**config.mk**
```make
export PLATFORM = sky130hd
export DESIGN_NAME = boot_decide
export DESIGN_NICKNAME = d
export VERILOG_FILES = /design/src/rtl/boot_decide_pkg.sv /design/src/rtl/boot_decide_dp.sv /design/src/rtl/boot_decide_ctrl.sv /design/src/rtl/boot_decide.sv
export SDC_FILE = /design/constraint.sdc
export NUM_CORES = 1
export LEC_CHECK = 0
export BUFFER_PORTS_ARGS = -buffer_cell sky130_fd_sc_hd__buf_2
export CAP_MARGIN = 20
export CORE_MARGIN = 5
export CORE_UTILIZATION = 43
export DETAILED_ROUTE_END_ITERATION = 10
export HOLD_SLACK_MARGIN = 0.03
export PLACE_DENSITY = 0.64
export SLEW_MARGIN = 20
export SYNTH_ARGS = -nofsm -noshare
export SYNTH_HDL_FRONTEND = slang
export SYNTH_SLANG_ARGS = --single-unit
```
**constraint.sdc**
```tcl
create_clock -name clk -period 5.93 [get_ports clk]
set_input_delay 0 -clock clk [delete_from_list [all_inputs] [get_ports clk]]
set_output_delay 0 -clock clk [all_outputs]
set_load 0.01 [all_outputs]
```
**src/rtl/boot_decide_pkg.sv**
```systemverilog
package boot_decide_pkg;

  typedef enum logic {
    PH_IDLE = 1'b0,
    PH_WAIT = 1'b1
  } phase_t;

  // Strobes from control to datapath
  typedef struct packed {
    logic load;     // capture load value, clear prescaler
    logic advance;  // let the prescaler run
    logic dec;      // step the countdown by one
  } dpStrobe_t;

endpackage

```
**src/rtl/boot_decide_dp.sv**
```systemverilog
module boot_decide_dp
  import boot_decide_pkg::*;
#(
  parameter int MULT_W    = 16,
  parameter int CNT_W     = 32,
  parameter int TICK_DIV  = 32,
  parameter int SPI_LOAD  = 56,
  parameter int UART_UNIT = 29490
) (
  input  logic              clk,
  input  logic              rst_n,
  input  dpStrobe_t         stb,
  input  logic              spiMode,
  input  logic [MULT_W-1:0] waitMult,
  output logic              tick,
  output logic              cntZero
);

  localparam int PRE_W = (TICK_DIV > 1) ? $clog2(TICK_DIV) : 1;
  localparam logic [CNT_W-1:0] SPI_VAL  = CNT_W'(SPI_LOAD);
  localparam logic [CNT_W-1:0] UNIT_VAL = CNT_W'(UART_UNIT);

  logic [CNT_W-1:0] count;
  logic [CNT_W-1:0] loadVal;

  always_comb begin
    if (spiMode) loadVal = SPI_VAL;
    else         loadVal = CNT_W'(UNIT_VAL * CNT_W'(waitMult));
  end

  generate
    if (TICK_DIV > 1) begin : g_prescale
      localparam logic [PRE_W-1:0] PRE_LAST = PRE_W'(TICK_DIV - 1);
      logic [PRE_W-1:0] pre;
      always_ff @(posedge clk) begin
        if (!rst_n) begin
          pre <= '0;
        end else if (stb.load) begin
          pre <= '0;
        end else if (stb.advance) begin
          if (pre == PRE_LAST) pre <= '0;
          else                 pre <= pre + 1'b1;
        end
      end
      assign tick = (pre == PRE_LAST);
    end else begin : g_noprescale
      assign tick = 1'b1;
    end
  endgenerate

  always_ff @(posedge clk) begin
    if (!rst_n) begin
      count <= '0;
    end else if (stb.load) begin
      count <= loadVal;
    end else if (stb.dec) begin
      count <= count - 1'b1;
    end
  end

  assign cntZero = (count == '0);

endmodule

```
**src/rtl/boot_decide_ctrl.sv**
```systemverilog
module boot_decide_ctrl
  import boot_decide_pkg::*;
#(
  parameter int BYTE_W = 8,
  parameter logic [BYTE_W-1:0] BOOT_CODE = 8'hF8,
  parameter logic [BYTE_W-1:0] RUN_CODE  = 8'h07
) (
  input  logic              clk,
  input  logic              rst_n,
  input  logic              start,
  input  logic              rxValid,
  input  logic [BYTE_W-1:0] rxData,
  input  logic              spiMode,
  input  logic              tick,
  input  logic              cntZero,
  output dpStrobe_t         stb,
  output logic              waiting,
  output logic              modeSpi,
  output logic              done,
  output logic              runImage,
  output logic              slaveReady
);

  phase_t phase;
  logic   hitBoot;
  logic   hitRun;
  logic   expire;
  logic   decide;

  assign waiting = (phase == PH_WAIT);
  assign hitBoot = waiting && rxValid && (rxData == BOOT_CODE);
  assign hitRun  = waiting && rxValid && (rxData == RUN_CODE);
  assign expire  = waiting && tick && cntZero;
  assign decide  = hitBoot || hitRun || expire;

  always_comb begin
    stb         = '0;
    stb.load    = !waiting && start;
    stb.advance = waiting && !decide;
    stb.dec     = waiting && tick && !cntZero && !decide;
  end

  always_ff @(posedge clk) begin
    if (!rst_n) begin
      phase      <= PH_IDLE;
      modeSpi    <= 1'b0;
      done       <= 1'b0;
      runImage   <= 1'b0;
      slaveReady <= 1'b0;
    end else begin
      done <= 1'b0;
      if (stb.load) begin
        phase      <= PH_WAIT;
        modeSpi    <= spiMode;
        slaveReady <= spiMode;
      end else if (decide) begin
        phase      <= PH_IDLE;
        done       <= 1'b1;
        runImage   <= !hitBoot;
        slaveReady <= 1'b0;
      end
    end
  end

endmodule

```
**src/rtl/boot_decide.sv**
```systemverilog
module boot_decide
  import boot_decide_pkg::*;
#(
  parameter int BYTE_W    = 8,
  parameter int MULT_W    = 16,
  parameter int CNT_W     = 32,
  parameter int TICK_DIV  = 32,
  parameter int SPI_LOAD  = 56,
  parameter int UART_UNIT = 29490,
  parameter logic [BYTE_W-1:0] BOOT_CODE = 8'hF8,
  parameter logic [BYTE_W-1:0] RUN_CODE  = 8'h07
) (
  input  logic              clk,
  input  logic              rst_n,
  input  logic              start,
  input  logic              rxValid,
  input  logic [BYTE_W-1:0] rxData,
  input  logic              spiMode,
  input  logic [MULT_W-1:0] waitMult,
  output logic              done,
  output logic              runImage,
  output logic              slaveReady
);

  dpStrobe_t stb;
  logic      tick;
  logic      cntZero;
  logic      waiting;
  logic      modeSpi;

  boot_decide_ctrl #(
    .BYTE_W(BYTE_W), .BOOT_CODE(BOOT_CODE), .RUN_CODE(RUN_CODE)
  ) u_ctrl (
    .clk(clk), .rst_n(rst_n), .start(start), .rxValid(rxValid),
    .rxData(rxData), .spiMode(spiMode), .tick(tick), .cntZero(cntZero),
    .stb(stb), .waiting(waiting), .modeSpi(modeSpi), .done(done),
    .runImage(runImage), .slaveReady(slaveReady)
  );

  boot_decide_dp #(
    .MULT_W(MULT_W), .CNT_W(CNT_W), .TICK_DIV(TICK_DIV),
    .SPI_LOAD(SPI_LOAD), .UART_UNIT(UART_UNIT)
  ) u_dp (
    .clk(clk), .rst_n(rst_n), .stb(stb), .spiMode(spiMode),
    .waitMult(waitMult), .tick(tick), .cntZero(cntZero)
  );

endmodule

```
==> metrics.txt, run 1 <==
# TYPE chip_impl_metric gauge
chip_impl_info{name="run_status",value="completed"} 1
chip_impl_metric{name="hold_violations",unit=""} 0
chip_impl_metric{name="num_vias",unit=""} 5142
chip_impl_info{name="timing_worst_setup_path_type",value="input pin to flip-flop"} 1
chip_impl_metric{name="rows",unit=""} 45
chip_impl_metric{name="timing.reg2reg.worst_path_depth",unit=""} 9
chip_impl_metric{name="finalNetCount",unit=""} 947
chip_impl_metric{name="leakage",unit="nW"} 3.42
chip_impl_info{name="cts.root.buffer_cell",value="clkbuf_16"} 1
chip_impl_info{name="synth_area_leaders",value="ha_1, fa_1, dfxtp_1, inv_1, xnor2_1"} 1
chip_impl_metric{name="finalCritPeriodShare",unit="%"} 91.9
chip_impl_metric{name="syn_nets",unit=""} 925
chip_impl_metric{name="synthDominantCellAreaShare",unit="%"} 22.9
chip_impl_metric{name="total_clock_buffers_created_by_cts",unit=""} 5
chip_impl_metric{name="pin_count",unit=""} 32
chip_impl_metric{name="antenna_cells_inserted",unit=""} 0
chip_impl_metric{name="grt_start_max_net_pins",unit=""} 24
chip_impl_metric{name="max_cap_viol_count",unit=""} 0
chip_impl_info{name="worstHoldPathType",value="input pin to flip-flop"} 1
chip_impl_metric{name="cts.path.max_buffers",unit=""} 2
chip_impl_metric{name="whs_path_depth",unit=""} 3
chip_impl_metric{name="worst-slew-pin-transition",unit="ns"} 1.08
chip_impl_metric{name="globalRouteTotalUtil",unit="%"} 16.9
chip_impl_info{name="synth_ff_type",value="dfxtp_1"} 1
chip_impl_metric{name="critical_path_peak_fanout",unit=""} 9
chip_impl_metric{name="effective_utilization_at_floorplan",unit="%"} 43.5
chip_impl_metric{name="timing.final.ws_setup",unit="ns"} 0.480
chip_impl_metric{name="syn2layout_area_growth",unit="%"} 7.45
chip_impl_metric{name="detail_route.first_pass.iterations",unit=""} 4
chip_impl_metric{name="first_iter_violations",unit=""} 212
chip_impl_metric{name="proportion_of_layout_cells_with_a_drive_suffix_above_1",unit="%"} 8.24
chip_impl_metric{name="ys_types",unit=""} 71
chip_impl_metric{name="gp_routability_congestion",unit=""} 0.853
chip_impl_metric{name="die_y",unit="µm"} 134
chip_impl_metric{name="grt-ovfl-total",unit=""} 0
chip_impl_metric{name="grt_first_pass_wirelength",unit="µm"} 25400
chip_impl_metric{name="die_width",unit="µm"} 134
chip_impl_metric{name="clkTransAtPathRegs",unit="ns"} 0.06
chip_impl_info{name="synth_common_cells",value="ha_1, inv_1, fa_1"} 1
chip_impl_metric{name="post_synth_edffs",unit=""} 0
chip_impl_metric{name="finalSetupViolations",unit=""} 0
chip_impl_metric{name="fmax",unit="MHz"} 184
chip_impl_metric{name="clock_sink_count",unit=""} 41
chip_impl_metric{name="post_cts_resized",unit=""} 0
chip_impl_info{name="synthMostInstantiatedCell",value="ha_1"} 1
chip_impl_info{name="synth_area_leader_cell",value="ha_1"} 1
chip_impl_metric{name="worst_ep_arrival_time",unit="ns"} 5.59
chip_impl_metric{name="route.detailed.wl_per_inst",unit="µm"} 16.1
chip_impl_metric{name="dpl_worst_slack",unit="ns"} 0.197
chip_impl_metric{name="clock_skew",unit="ns"} 0.00768
chip_impl_metric{name="max_slew_margin_vs_limit",unit="%"} 28.0
chip_impl_metric{name="final-max-slew-violation-count",unit=""} 0
chip_impl_info{name="rsz0062_at_grt",value="false"} 1
chip_impl_metric{name="buffer_ports.inserted",unit=""} 31
chip_impl_metric{name="power.ir.vdd_worst",unit="µV"} 267
chip_impl_info{name="critPathLaunchType",value="input pin"} 1
chip_impl_metric{name="dieArea",unit="µm²"} 17800
chip_impl_metric{name="vias_in_the_first_global_route",unit=""} 5465
chip_impl_metric{name="clock_insertion_delay_worst_skew",unit="ns"} 0.28
chip_impl_metric{name="wl",unit="µm"} 14700
chip_impl_metric{name="setup_tns",unit="ns"} 0
chip_impl_metric{name="via_per_inst",unit=""} 5.61
chip_impl_metric{name="synth.yosys.seq_area_share",unit="%"} 12.5
chip_impl_metric{name="grt_antenna_before_repair",unit=""} 0
chip_impl_metric{name="postCtsSetupBuffers",unit=""} 0
chip_impl_metric{name="antenna_left",unit=""} 0
chip_impl_metric{name="drc",unit=""} 0
chip_impl_metric{name="core_area",unit="µm²"} 15100
chip_impl_metric{name="post-route-min-period",unit="ns"} 5.45
chip_impl_info{name="tritoncts",value="yes"} 1
chip_impl_metric{name="netlist_instances",unit=""} 705
chip_impl_metric{name="cts-hold-fix-buffers",unit=""} 0
chip_impl_metric{name="worstPathRequired",unit="ns"} 6.07
chip_impl_metric{name="clock_tree.htree_level_count",unit=""} 2
chip_impl_metric{name="power_density",unit="nW/µm²"} 575
chip_impl_metric{name="synth_seq_cells",unit=""} 41
chip_impl_metric{name="synth_area_per_cell",unit="µm²"} 9.31
chip_impl_metric{name="netlist_area",unit="µm²"} 6560
chip_impl_metric{name="ys_async_sr_fraction",unit="%"} 0
chip_impl_metric{name="yosysWarnings",unit=""} 0
chip_impl_metric{name="place_hpwl",unit="µm"} 12400
chip_impl_info{name="critPathCaptureType",value="flip-flop"} 1
[state kept, by name, summed over array words and instances (netlist names)]
signal               count
u_dp.count              32
u_ctrl.waiting           1
u_dp.g_prescale.pre      5
u_ctrl.done              1
u_ctrl.slaveReady        1
u_ctrl.runImage          1
[layer usage]
layer,vias up,global-route usage (%),part of all wire (%)
met5,-,0,0
met4,0,3.71,1.2
met3,12,2.11,3.8
met2,103,28.9,47
met1,2498,23.0,48
li1,2529,-,-
[path summary, 6_finish.rpt]
kind / from / end / slack (ns)
worst max-delay path: waitMult[1] / u_dp.count[29] / 0.48
worst min-delay path: spiMode / u_dp.count[1] / 0.05
worst max register to register: u_dp.count[0] / u_dp.count[18] / 3.09
worst min register to register: u_ctrl.runImage / u_ctrl.runImage / 0.50
[where the power goes]
group          switching, mW  internal [mW]
registers             0.0495          0.324
clock network          0.107          0.210
logic                   1.94           1.43
total                   2.09           1.96
[layout by cell type (no fill, tap or decap), types with 4 or more instances in the layout]
cell type,instances
dfxtp_1,41
nand3_1,9
nand2b_1,5
nor4_1,11
a21boi_0,6
o22ai_1,16
and3_1,6
buf_2,31
fa_1,71
nand2_1,23
nor2b_1,8
nor2_1,27
o21a_1,8
xor2_1,18
a211oi_1,7
clkbuf_16,5
ha_1,120
a21o_1,12
and2_1,4
inv_1,104
xnor2_1,25
o211ai_1,4
a21oi_1,31
nand4_1,8
nor3_1,18
or3_1,9
a31oi_1,11
o21ai_0,15
[through the flow]
stage / instances / hold WS [ns] / total power [mW] / util, % / area [µm²]
detailed placement: 908 / 0.333 / 3.68 / 45.6 / 6880
floorplan: 705 / 0.168 / 2.95 / - / 6560
global placement: 908 / 0.344 / 3.65 / 45.6 / 6880
finish: 916 / 0.0459 / 4.05 / 46.7 / 7050
global route: 916 / 0.0677 / 4.49 / 46.7 / 7050
CTS: 916 / 0.0387 / 4.03 / 46.7 / 7050
[kinds of logic after synthesis]
group | share of synthesized area, %
AND/OR/NAND/NOR | 13.9
AO/OA/AOI/OAI | 15.5
flip-flops | 12.5
multiplexers | 0.458
buffers and inverters | 7.36
adder cells (fa/ha/maj) | 44.5
XOR/XNOR | 5.74
[cell type report]
type                            count  area (µm²)
Fill cell                        1474        8040
Multi-Input combinational cell    542        5260
Sequential cell                    41         821
Inverter                          104         390
Tap cell                          188         235
Timing Repair Buffer               33         170
Clock buffer                        6         139
Clock inverter                      2        37.5
[worst max-delay path, cell delays in order]
cell	delay, ns
buf_2	0.17
inv_1	0.14
fa_1	0.55
inv_1	0.05
fa_1	0.47
fa_1	0.51
inv_1	0.05
fa_1	0.52
inv_1	0.05
fa_1	0.52
inv_1	0.05
fa_1	0.50
inv_1	0.04
ha_1	0.42
and4_1	0.22
o21ai_0	0.11
a311oi_1	0.52
o41ai_1	0.20
o21ai_0	0.22
xnor2_1	0.15
o22ai_1	0.09
No activity file was read; power rests on OpenSTA's default activity.
==> run 2, diff against run 1 <==
- BUFFER_PORTS_ARGS: -buffer_cell sky130_fd_sc_hd__buf_2 -> not set
- DONT_BUFFER_PORTS: not set -> 1
- PLACE_DENSITY: 0.64 -> 0.63
- SLEW_MARGIN: 20 -> not set
- SYNTH_HIERARCHICAL: not set -> 1
==> metrics.txt, run 2 <==
# TYPE chip_impl_metric gauge
chip_impl_info{name="run_status",value="completed"} 1
chip_impl_metric{name="vias_in_the_first_global_route",unit=""} 5384
chip_impl_metric{name="timing.critical_path.slowest_cell_delay",unit="ns"} 0.53
chip_impl_metric{name="largest_register_ff_count",unit=""} 32
chip_impl_info{name="tritoncts",value="yes"} 1
chip_impl_metric{name="netlist_area",unit="µm²"} 6670
chip_impl_metric{name="hold_violations",unit=""} 0
chip_impl_metric{name="die_width",unit="µm"} 135
chip_impl_metric{name="num-fill-cells",unit=""} 1453
chip_impl_metric{name="postCtsSetupBuffers",unit=""} 0
chip_impl_info{name="cts.root.buffer_cell",value="clkbuf_16"} 1
chip_impl_metric{name="cts.path.max_buffers",unit=""} 2
chip_impl_metric{name="globalRouteTotalUtil",unit="%"} 17.5
chip_impl_metric{name="wl",unit="µm"} 15300
chip_impl_metric{name="gp_routability_congestion",unit=""} 0.883
chip_impl_info{name="timing_worst_setup_path_type",value="input pin to flip-flop"} 1
chip_impl_metric{name="cts-hold-fix-buffers",unit=""} 4
chip_impl_metric{name="effective_utilization_at_floorplan",unit="%"} 43.9
chip_impl_metric{name="clock_insertion_delay_worst_skew",unit="ns"} 0.29
chip_impl_metric{name="route.detailed.wl_per_inst",unit="µm"} 16.7
chip_impl_info{name="layout_commonest_cell",value="ha_1"} 1
chip_impl_metric{name="final-max-slew-violation-count",unit=""} 0
chip_impl_metric{name="num_vias",unit=""} 5277
chip_impl_metric{name="grt_antenna_before_repair",unit=""} 0
chip_impl_metric{name="grt_first_pass_wirelength",unit="µm"} 26200
chip_impl_metric{name="clock_skew",unit="ns"} 0.00516
chip_impl_info{name="most_frequent_cells_in_the_layout",value="ha_1, inv_1, fa_1, nor2_1, dfxtp_1"} 1
chip_impl_metric{name="grt_start_max_net_pins",unit=""} 27
chip_impl_metric{name="max_slew_margin_vs_limit",unit="%"} 44.5
chip_impl_metric{name="yosysWarnings",unit=""} 6
chip_impl_metric{name="worst-slew-pin-transition",unit="ns"} 0.830
chip_impl_metric{name="total_clock_buffers_created_by_cts",unit=""} 5
chip_impl_info{name="cell_by_cell_listing_of_the_critical_path",value="inv_1 -> fa_1 -> inv_1 -> fa_1 -> fa_1 -> inv_1 -> fa_1 -> inv_1 -> fa_1 -> inv_1 -> fa_1 -> inv_1 -> ha_1 -> a21oi_1 -> inv_1 -> a21oi_1 -> a31oi_1 -> o41ai_1 -> mux2i_1 -> or4_1"} 1
chip_impl_info{name="most_prevalent_standard_cell_on_the_critical_path",value="inv_1"} 1
chip_impl_metric{name="power_density",unit="nW/µm²"} 565
chip_impl_metric{name="grt-ovfl-total",unit=""} 0
chip_impl_metric{name="synth_area_per_cell",unit="µm²"} 9.07
chip_impl_metric{name="via_per_inst",unit=""} 5.74
chip_impl_info{name="regMostFlops",value="u_dp/count"} 1
chip_impl_metric{name="rows",unit=""} 45
chip_impl_metric{name="die_y",unit="µm"} 135
chip_impl_info{name="rsz0062_at_grt",value="false"} 1
chip_impl_metric{name="critical_path_peak_fanout",unit=""} 7
chip_impl_metric{name="place_hpwl",unit="µm"} 12600
chip_impl_metric{name="syn2layout_area_growth",unit="%"} 5.65
chip_impl_metric{name="finalCritPeriodShare",unit="%"} 88.4
chip_impl_info{name="worst_path_max_delay_cell",value="fa_1"} 1
chip_impl_metric{name="power.ir.vdd_worst",unit="µV"} 334
chip_impl_info{name="worstHoldPathType",value="input pin to flip-flop"} 1
chip_impl_metric{name="antenna_left",unit=""} 0
chip_impl_metric{name="core_area",unit="µm²"} 15200
chip_impl_metric{name="clkTransAtPathRegs",unit="ns"} 0.06
chip_impl_info{name="r2r_start",value="u_dp/count[24]"} 1
chip_impl_metric{name="finalSetupViolations",unit=""} 0
chip_impl_metric{name="fmax",unit="MHz"} 191
chip_impl_metric{name="clock_sink_count",unit=""} 41
chip_impl_metric{name="post_cts_resized",unit=""} 0
chip_impl_metric{name="post-route-min-period",unit="ns"} 5.24
chip_impl_info{name="reg.largest.list",value="u_dp/count (32), u_dp/g_prescale.pre (5)"} 1
chip_impl_metric{name="max_cap_viol_count",unit=""} 0
chip_impl_metric{name="place_area",unit="µm²"} 6860
chip_impl_info{name="critPathLaunchType",value="input pin"} 1
chip_impl_metric{name="setup_tns",unit="ns"} 0
chip_impl_metric{name="finalNetCount",unit=""} 951
chip_impl_info{name="min-delay-start",value="rst_n"} 1
chip_impl_metric{name="netlist_instances",unit=""} 735
chip_impl_info{name="worstSetupStartpoint",value="waitMult[1]"} 1
chip_impl_metric{name="first_iter_violations",unit=""} 313
chip_impl_metric{name="clock_tree.htree_level_count",unit=""} 2
chip_impl_metric{name="worstPathRequired",unit="ns"} 6.09
chip_impl_metric{name="proportion_of_layout_cells_with_a_drive_suffix_above_1",unit="%"} 3.97
chip_impl_metric{name="syn_nets",unit=""} 955
chip_impl_metric{name="leakage",unit="nW"} 3.38
chip_impl_metric{name="antenna_cells_inserted",unit=""} 0
chip_impl_metric{name="buffer_ports.inserted",unit=""} 0
chip_impl_metric{name="design_area",unit="µm²"} 7040
chip_impl_metric{name="detail_route.first_pass.iterations",unit=""} 5
chip_impl_metric{name="worst_ep_arrival_time",unit="ns"} 5.41
chip_impl_metric{name="drc",unit=""} 0
chip_impl_info{name="critPathCaptureType",value="flip-flop"} 1
chip_impl_metric{name="pin_count",unit=""} 32
chip_impl_metric{name="dieArea",unit="µm²"} 18100
[run 2: layout make-up]
type,instances,area [µm²],share of cell area [%]
Clock buffer,6,139,1.97
Clock inverter,1,7.51,0.107
Inverter,105,394,5.60
Multi-Input combinational cell,570,5380,76.3
Sequential cell,41,821,11.7
Tap cell,188,235,3.34
Timing Repair Buffer,8,70.1,0.995
[run 2: where the power goes]
| group | switching [mW] | internal (mW) | total (mW) |
|---|---|---|---|
| sequential | 0.0444 | 0.315 | 0.360 |
| combinational | 1.99 | 1.36 | 3.34 |
| clock | 0.112 | 0.165 | 0.277 |
[run 2: final timing paths]
| check | to | slack (ns) | cells after the start |
|---|---|---|---|
| hold reg to reg | u_dp/count[5] | 0.50 | 2 |
| setup / recovery | u_dp/count[30] | 0.69 | 20 |
| setup reg to reg | u_dp/count[30] | 1.30 | 13 |
| hold / removal | u_dp/count[28] | 0.06 | 3 |
[run 2: layer usage]
metal | part of all wire, % | track usage (%) | vias to the layer above
met5 | 0 | 0 | -
met4 | 1.8 | 4.36 | 0
met3 | 3.4 | 2.16 | 21
met2 | 47 | 28.9 | 102
met1 | 48 | 24.6 | 2594
li1 | - | - | 2560
[run 2: worst max-delay path: cells and delay by family]
| kind | cells | cell delay, ns |
|---|---|---|
| fa+ha+maj | 7 | 3.43 |
| buf+inv | 7 | 0.37 |
| compound gates | 4 | 0.96 |
| simple gates | 1 | 0.51 |
| mux | 1 | 0.11 |
[run 2: stage by stage]
step | util, % | std cells | worst slack [ns] | power [mW] | hold slack [ns]
global route | 46.3 | 919 | 0.319 | 4.43 | 0.0687
detailed placement | 45.1 | 908 | 0.365 | 3.67 | 0.125
finish | 46.3 | 919 | 0.686 | 3.98 | 0.0590
floorplan | - | 735 | 0.594 | 2.91 | 0.108
CTS | 46.3 | 919 | 0.668 | 3.99 | 0.0529
global placement | 45.1 | 908 | 0.471 | 3.67 | 0.115
